===== src/rtl/ecc_log_pkg.sv =====
// Package: shared widths, transaction-kind encoding and captured-context type
// for the ECC error capture unit. Assumes a fixed 64-bit register layout.
package ecc_log_pkg;

    localparam int DW = 64;

    // Bit positions that software decodes; fixed by the register layout.
    localparam int CTRL_CHK_BIT = 63;
    localparam int CTRL_UIE_BIT = 62;
    localparam int CTRL_CIE_BIT = 61;
    localparam int PRI_TOP      = 63;   // primary causes 63..61
    localparam int SEC_TOP      = 60;   // secondary causes 60..58
    localparam int N_KIND       = 3;

    typedef enum logic [1:0] {
        KIND_PIO  = 2'd0,
        KIND_DRD  = 2'd1,
        KIND_DWR  = 2'd2,
        KIND_NONE = 2'd3
    } xact_kind_e;

    typedef struct packed {
        logic [7:0]  synd;
        logic [15:0] bmask;
        logic [2:0]  doff;
        logic [4:0]  mid;
        logic        blk;
    } err_ctx_t;

endpackage


===== src/rtl/ecc_ctrl_reg.sv =====
// Module: control word holding the global check enable and the two class
// interrupt enables. Assumes the caller qualifies wen with the address match.
module ecc_ctrl_reg
    import ecc_log_pkg::*;
(
    input  logic          clk,
    input  logic          rst_n,
    input  logic          wen,
    input  logic [2:0]    wbits,      // write data bits 63:61
    output logic          chk_en,
    output logic          ue_ien,
    output logic          ce_ien,
    output logic [DW-1:0] ctrl_word
);

    logic [2:0] en_q;

    // Hold the three enable bits; load them on a qualified write.
    always_ff @(posedge clk) begin
        if (!rst_n)   en_q <= '0;
        else if (wen) en_q <= wbits;
    end

    assign chk_en = en_q[2];
    assign ue_ien = en_q[1];
    assign ce_ien = en_q[0];

    // Place the enables at their fixed positions; every other bit reads zero.
    always_comb begin
        ctrl_word               = '0;
        ctrl_word[CTRL_CHK_BIT] = en_q[2];
        ctrl_word[CTRL_UIE_BIT] = en_q[1];
        ctrl_word[CTRL_CIE_BIT] = en_q[0];
    end

endmodule


===== src/rtl/ecc_class_log.sv =====
// Module: one error-class log. Keeps primary and secondary cause bits and the
// context frozen by the first error. Assumes evt is already qualified by class.
// KEEP_SYND selects whether the syndrome field is captured.
module ecc_class_log
    import ecc_log_pkg::*;
#(
    parameter bit KEEP_SYND = 1'b1,
    parameter int ADDR_W    = 64
) (
    input  logic              clk,
    input  logic              rst_n,
    input  logic              log_en,
    input  logic              evt,
    input  xact_kind_e        kind,
    input  err_ctx_t          ctx,
    input  logic [ADDR_W-1:0] fault_addr,
    input  logic              clr_wen,
    input  logic [5:0]        clr_bits,   // write data bits 63:58
    output logic [DW-1:0]     stat_word,
    output logic [DW-1:0]     addr_word,
    output logic              cause_any
);

    logic [N_KIND-1:0] pri_q, sec_q;
    logic [N_KIND-1:0] kind_oh, pri_set, sec_set, clr_pri, clr_sec;
    logic              hit, pri_busy;
    err_ctx_t          ctx_q, ctx_ld;
    logic [ADDR_W-1:0] addr_q;

    // Qualify the event and turn the kind into a one-hot cause vector.
    always_comb begin
        hit      = evt && log_en && (kind != KIND_NONE);
        kind_oh  = hit ? (N_KIND'(1) << kind) : '0;
        pri_busy = |pri_q;
        pri_set  = pri_busy ? '0 : kind_oh;
        sec_set  = pri_busy ? kind_oh : '0;
    end

    // Map written ones onto the cause bits (index 0 = PIO = highest bit).
    always_comb begin
        for (int i = 0; i < N_KIND; i++) begin
            clr_pri[i] = clr_wen && clr_bits[5 - i];
            clr_sec[i] = clr_wen && clr_bits[2 - i];
        end
    end

    // Cause bits: clear by write-one, then set by a new event (set wins).
    always_ff @(posedge clk) begin
        if (!rst_n) begin
            pri_q <= '0;
            sec_q <= '0;
        end else begin
            pri_q <= (pri_q & ~clr_pri) | pri_set;
            sec_q <= (sec_q & ~clr_sec) | sec_set;
        end
    end

    // Drop the syndrome for a class that does not keep one.
    always_comb begin
        ctx_ld = ctx;
        if (!KEEP_SYND) ctx_ld.synd = '0;
    end

    // Freeze context and address on a primary capture only.
    always_ff @(posedge clk) begin
        if (!rst_n) begin
            ctx_q  <= '0;
            addr_q <= '0;
        end else if (|pri_set) begin
            ctx_q  <= ctx_ld;
            addr_q <= fault_addr;
        end
    end

    // Assemble the status word; unlisted bits stay zero.
    always_comb begin
        stat_word = '0;
        for (int i = 0; i < N_KIND; i++) begin
            stat_word[PRI_TOP - i] = pri_q[i];
            stat_word[SEC_TOP - i] = sec_q[i];
        end
        stat_word[55:48] = ctx_q.synd;
        stat_word[47:32] = ctx_q.bmask;
        stat_word[31:29] = ctx_q.doff;
        stat_word[28:24] = ctx_q.mid;
        stat_word[23]    = ctx_q.blk;
    end

    assign addr_word = DW'(addr_q);
    assign cause_any = (|pri_q) | (|sec_q);

endmodule


===== src/rtl/ecc_fault_log.sv =====
// Module: top of the ECC error capture unit. Splits events by class, hosts the
// control word and the two class logs, decodes the register port and gates the
// interrupts. Assumes at most one event per cycle and ADDR_W <= 64.
module ecc_fault_log
    import ecc_log_pkg::*;
#(
    parameter int ADDR_W = 64,
    parameter int REG_AW = 3
) (
    input  logic              clk,
    input  logic              rst_n,
    input  logic              evt_valid,
    input  logic              evt_uncorr,
    input  logic [1:0]        evt_kind,
    input  logic [15:0]       evt_bmask,
    input  logic [2:0]        evt_doff,
    input  logic [4:0]        evt_mid,
    input  logic              evt_blk,
    input  logic [7:0]        evt_synd,
    input  logic [ADDR_W-1:0] evt_addr,
    input  logic              reg_wen,
    input  logic [REG_AW-1:0] reg_addr,
    input  logic [DW-1:0]     reg_wdata,
    output logic [DW-1:0]     reg_rdata,
    output logic              irq_ce,
    output logic              irq_ue
);

    localparam int N_CLS   = 2;              // 0 correctable, 1 uncorrectable
    localparam int IDX_CTL = 0;
    localparam int IDX_LOG = 1;              // class c: status 1+2c, address 2+2c

    logic          chk_en, ue_ien, ce_ien;
    logic [DW-1:0] ctrl_word;
    logic [DW-1:0] stat_w [N_CLS];
    logic [DW-1:0] addr_w [N_CLS];
    logic [N_CLS-1:0] cause_any;
    err_ctx_t      evt_ctx;
    logic          unused_wdata;

    assign evt_ctx      = '{synd: evt_synd, bmask: evt_bmask, doff: evt_doff,
                            mid: evt_mid, blk: evt_blk};
    assign unused_wdata = ^reg_wdata[57:0];

    ecc_ctrl_reg u_ctrl (
        .clk       (clk),
        .rst_n     (rst_n),
        .wen       (reg_wen && (reg_addr == REG_AW'(IDX_CTL))),
        .wbits     (reg_wdata[63:61]),
        .chk_en    (chk_en),
        .ue_ien    (ue_ien),
        .ce_ien    (ce_ien),
        .ctrl_word (ctrl_word)
    );

    for (genvar c = 0; c < N_CLS; c++) begin : g_cls
        ecc_class_log #(
            .KEEP_SYND (c == 0),
            .ADDR_W    (ADDR_W)
        ) u_log (
            .clk        (clk),
            .rst_n      (rst_n),
            .log_en     (chk_en),
            .evt        (evt_valid && (evt_uncorr == c[0])),
            .kind       (xact_kind_e'(evt_kind)),
            .ctx        (evt_ctx),
            .fault_addr (evt_addr),
            .clr_wen    (reg_wen && (reg_addr == REG_AW'(IDX_LOG + 2 * c))),
            .clr_bits   (reg_wdata[63:58]),
            .stat_word  (stat_w[c]),
            .addr_word  (addr_w[c]),
            .cause_any  (cause_any[c])
        );
    end

    // Read mux: control, then status/address pairs per class; others read zero.
    always_comb begin
        reg_rdata = '0;
        if (reg_addr == REG_AW'(IDX_CTL)) reg_rdata = ctrl_word;
        for (int c = 0; c < N_CLS; c++) begin
            if (reg_addr == REG_AW'(IDX_LOG + 2 * c))     reg_rdata = stat_w[c];
            if (reg_addr == REG_AW'(IDX_LOG + 2 * c + 1)) reg_rdata = addr_w[c];
        end
    end

    // Interrupts: any cause of the class, gated by that class's enable.
    assign irq_ce = cause_any[0] && ce_ien;
    assign irq_ue = cause_any[1] && ue_ien;

endmodule


===== config.mk =====
export PLATFORM = sky130hd
export DESIGN_NAME = ecc_fault_log
export DESIGN_NICKNAME = d
export VERILOG_FILES = /design/src/rtl/ecc_log_pkg.sv /design/src/rtl/ecc_ctrl_reg.sv /design/src/rtl/ecc_class_log.sv /design/src/rtl/ecc_fault_log.sv
export SDC_FILE = /design/constraint.sdc
export NUM_CORES = 1
export LEC_CHECK = 0
export ABC_AREA = 1
export BUFFER_PORTS_ARGS = -buffer_cell sky130_fd_sc_hd__buf_2
export CAP_MARGIN = 10
export CORE_AREA = 5 5 140 142
export DETAILED_ROUTE_END_ITERATION = 10
export DIE_AREA = 0 0 145 147
export HOLD_SLACK_MARGIN = 0.1
export PLACE_DENSITY = 0.76
export SLEW_MARGIN = 20
export SYNTH_ARGS = -nofsm -noshare
export SYNTH_HDL_FRONTEND = slang
export SYNTH_SLANG_ARGS = --single-unit

===== constraint.sdc =====
create_clock -name clk -period 1.6 [get_ports clk]
set_clock_uncertainty 0.05 [all_clocks]
set_input_delay 0.16 -clock clk [delete_from_list [all_inputs] [get_ports clk]]
set_output_delay 0.16 -clock clk [all_outputs]
set_load 0.02 [all_outputs]

==> impl_metrics.py <==
metrics = {
    "floorplanning": {
        "die-height_um": 147,
        "ioPinCount": 237,
        "fp.dieW_um": 145,
        "design.die.area_sq_mm": 0.02132,
        "core_area_sq_mm": 0.01833,
        "row_count": 50,
        "initial_core_util_pct": 48.76,
    },
    "timing": {
        "max_slew_margin_pct": 69.51,
        "endpoints_failing_setup": 0,
        "final.period_utilization_pct": 97.18,
        "final-hold-violation-count": 0,
        "max_slew.worst_pin.slew_ns": 0.4556,
        "period_minus_slack_ns": 1.555,
        "final_max_slew_viol_count": 0,
        "finalSetupTns_ns": 0,
        "unrepaired_setup_endpoints_after_global_routing": "true",
        "clock.fmax_mhz": 643.2,
    },
    "logic_synthesis": {
        "yosys_reg_bits": 201,
        "synthDominantCellAreaShare_pct": 45.02,
        "top_cells_by_area_in_the_synthesized_netlist": "sky130_fd_sc_hd__dfxtp_1 45%, sky130_fd_sc_hd__nor2_1 16%, sky130_fd_sc_hd__nand2_1 11%",
        "synth_area_leader_cell": "sky130_fd_sc_hd__dfxtp_1",
        "netlist_area_sq_mm": 0.008937,
        "synth.yosys.warnings": 0,
        "syn-num-nets": 1440,
        "synth_area_per_cell_sq_um": 7.043,
        "ys_types": 25,
        "proportion_of_synthesized_chip_area_in_sequential_cells_pct": 45.02,
        "synthesis.instances": 1269,
    },
    "place": {
        "buffer_ports.inserted": 178,
        "gpl.final_weighted_congestion": 0.8513,
        "dp.final_hpwl_um": 15880,
        "place_area_sq_mm": 0.01016,
    },
    "grt": {
        "maximum_number_of_pins_on_one_net_before_global_route_repair": 98,
        "grt_antenna_before_repair": 1,
        "grt_first_pass_wirelength_um": 44580,
        "first_global_vias": 9009,
        "grt.overflow.total": 0,
        "globalRouteTotalUtil_pct": 24.39,
    },
    "status": {
        "outcome": "complete, no violations",
    },
    "setup_path": {
        "slowest_stage": "sky130_fd_sc_hd__dfxtp_2",
        "r2r-start": "g_cls[0].u_log.pri_q[0]",
        "timing.reg2reg.setup_slack_ns": 0.10,
        "crit_chain": "nor2_2 -> nand2_2 -> inv_4 -> a21oi_2 -> buf_4",
        "r2r_path_end": "g_cls[0].u_log.addr_word[15]",
        "critical_path_class": "register to output port",
        "crit_arrival_ns": 1.34,
        "category_of_the_worst_setup_path_capture_point": "output port",
        "critical-path-max-stage-delay_ns": 0.33,
        "r2r.worst_path.cells": 7,
        "critical_path_buf_inv_count": 2,
        "cp.required_ns": 1.39,
        "worst_path_dominant_cell_family": "flip-flops",
        "worst-path-max-fanout": 5,
        "crit_path_start_kind": "register",
    },
    "routing": {
        "via_count": 9259,
        "routed_wirelength_um": 27220,
        "postRouteAntennaNets": 0,
        "drt_iter0_markers": 522,
        "route.detailed.drc": 0,
        "route.detailed.vias_per_inst": 5.225,
        "drt_first_pass_iters": 5,
        "route.detailed.wl_per_inst_um": 15.36,
    },
    "worst_hold_path": {
        "min-delay-start": "evt_uncorr",
        "hold_end": "g_cls[1].u_log.pri_q[1]",
        "whs_path_depth": 6,
        "worst_hold_path_type": "primary input to register",
    },
    "clock_network": {
        "clkLatencyLatePin_ns": 0.49,
        "cts-htree-levels": 1,
        "max-clock-path-buffers": 3,
        "cts_buffers": 22,
        "root_buffer_selected_by_cts": "sky130_fd_sc_hd__clkbuf_16",
        "clk_pin_slew_worst_paths_ns": 0.06,
        "cts.sinks": 201,
        "tritoncts": "built",
    },
    "job": {
        "maxCapViolCount": 0,
    },
    "pwr": {
        "peakVddDrop_mv": 0.6978,
        "total_leakage_power_nw": 5.023,
        "power_density_mw_per_mm2": 928.5,
    },
    "cells_and_area": {
        "post-route-cell-area_sq_mm": 0.01217,
        "area_growth_from_synthesis_to_layout_pct": 36.20,
        "layout-drive-gt1-share_pct": 18.22,
        "nets": 1692,
    },
}
## metal layers
layer	vias to the layer above	part of all wire (%)	GRT usage, %
met3	62	6.6	4.442
met2	329	49	42.20
met1	4258	42	30.68
met5	-	0	0
li1	4610	-	-
met4	0	2.6	8.239
## layout make-up
cell class / count / area, sq um
well taps: 234 / 292.8
multi-input cells: 953 / 4467
diodes: 1 / 2.502
clock inverters: 6 / 80.08
flip-flops and latches: 201 / 4031
clock buffers: 34 / 676.9
fillers: 1527 / 6157
repair buffers: 320 / 2510
inverters: 23 / 112.6
## worst register-to-register path: cells and delay by family (launching register included)
kind	cells	cell delay [ns]
buf+inv	3	0.54
simple gates	4	0.51
flops	1	0.32
## how the worst max path moves through the flow
stage / start / to / slack [ns] / cells past startpoint
2_1_floorplan: g_cls[0].u_log.pri_q[0] / irq_ce / 0.26 / 5
3_3_place_gp: reg_addr[2] / reg_rdata[34] / 0.04 / 8
3_5_place_dp: g_cls[1].u_log.pri_q[1] / g_cls[1].u_log.addr_word[63] / 0.02 / 8
4_1_cts: g_cls[0].u_log.pri_q[1] / irq_ce / -0.03 / 5
5_1_grt: reg_addr[2] / reg_rdata[34] / -0.009 / 8
6_report: g_cls[1].u_log.pri_q[1] / irq_ue / 0.05 / 5
## layout by cell type (no fill, tap or decap), types with 5 or more instances in the layout
master / count
sky130_fd_sc_hd__dlygate4sd3_1: 108
sky130_fd_sc_hd__a22o_1: 25
sky130_fd_sc_hd__clkbuf_8: 6
sky130_fd_sc_hd__nand2_1: 253
sky130_fd_sc_hd__nand3b_1: 97
sky130_fd_sc_hd__nand4_1: 35
sky130_fd_sc_hd__clkbuf_16: 24
sky130_fd_sc_hd__o21ai_1: 12
sky130_fd_sc_hd__nand3_1: 33
sky130_fd_sc_hd__buf_12: 19
sky130_fd_sc_hd__dfxtp_1: 197
sky130_fd_sc_hd__inv_2: 6
sky130_fd_sc_hd__buf_4: 15
sky130_fd_sc_hd__buf_2: 173
sky130_fd_sc_hd__o21ai_0: 82
sky130_fd_sc_hd__nor2_1: 383
sky130_fd_sc_hd__a21oi_1: 15
sky130_fd_sc_hd__inv_1: 12
sky130_fd_sc_hd__clkbuf_1: 5
## Yosys cell counts (all sizes together)
cell type    n
a21oi       17
a22o        25
buf         58
clkbuf      34
clkinv       2
dfxtp      201
inv         21
nand2      255
nand3       38
nand3b      97
nand4       35
nor2       388
nor3         3
o21ai       95
## kinds of logic after synthesis
group	Yosys count	share of synthesized area (%)
simple gates	816	40.31
flops	201	45.02
compound gates	137	8.722
buf+inv	115	5.950
## sequential cells by signal (all words and copies together) (netlist names)
| signal | cells |
|---|---|
| g_cls.u_log.addr_word | 128 |
| g_cls.u_log.pri_q | 6 |
| u_ctrl.en_q | 3 |
| g_cls.u_log.stat_word | 58 |
| g_cls.u_log.sec_q | 6 |
## report_power, final
part	internal [W]	leakage [nW]	switching [W]
registers	0.00506	1.62	0.0000307
clock network	0.00323	0.376	0.00202
logic	0.000480	3.02	0.000482
## stage by stage
stage	std cells	hold slack [ns]	utilization, %	worst slack [ns]	power (W)
after floorplan	1269	0.2557	-	0.2643	0.005603
after CTS	1769	0.1442	65.77	-0.02833	0.01135
after global placement	1618	0.3564	55.41	0.03820	0.005912
after global routing	1772	0.2079	66.41	-0.009367	0.01169
final	1772	0.1737	66.41	0.04519	0.01130
after detailed placement	1618	0.3643	55.41	0.01743	0.005923
## timing repair
action | 4_1_cts | 5_1_grt
pin swaps | 2 | 3
resized for setup | 12 | 28
endpoints found under the hold margin | 201 | 0
endpoints found under the setup margin | 3 | 96
hold buffers | 109 | 0
buffers inserted | 2 | 2
gates cloned | 0 | 1
Note: power is estimated with default switching activity, not from simulation.
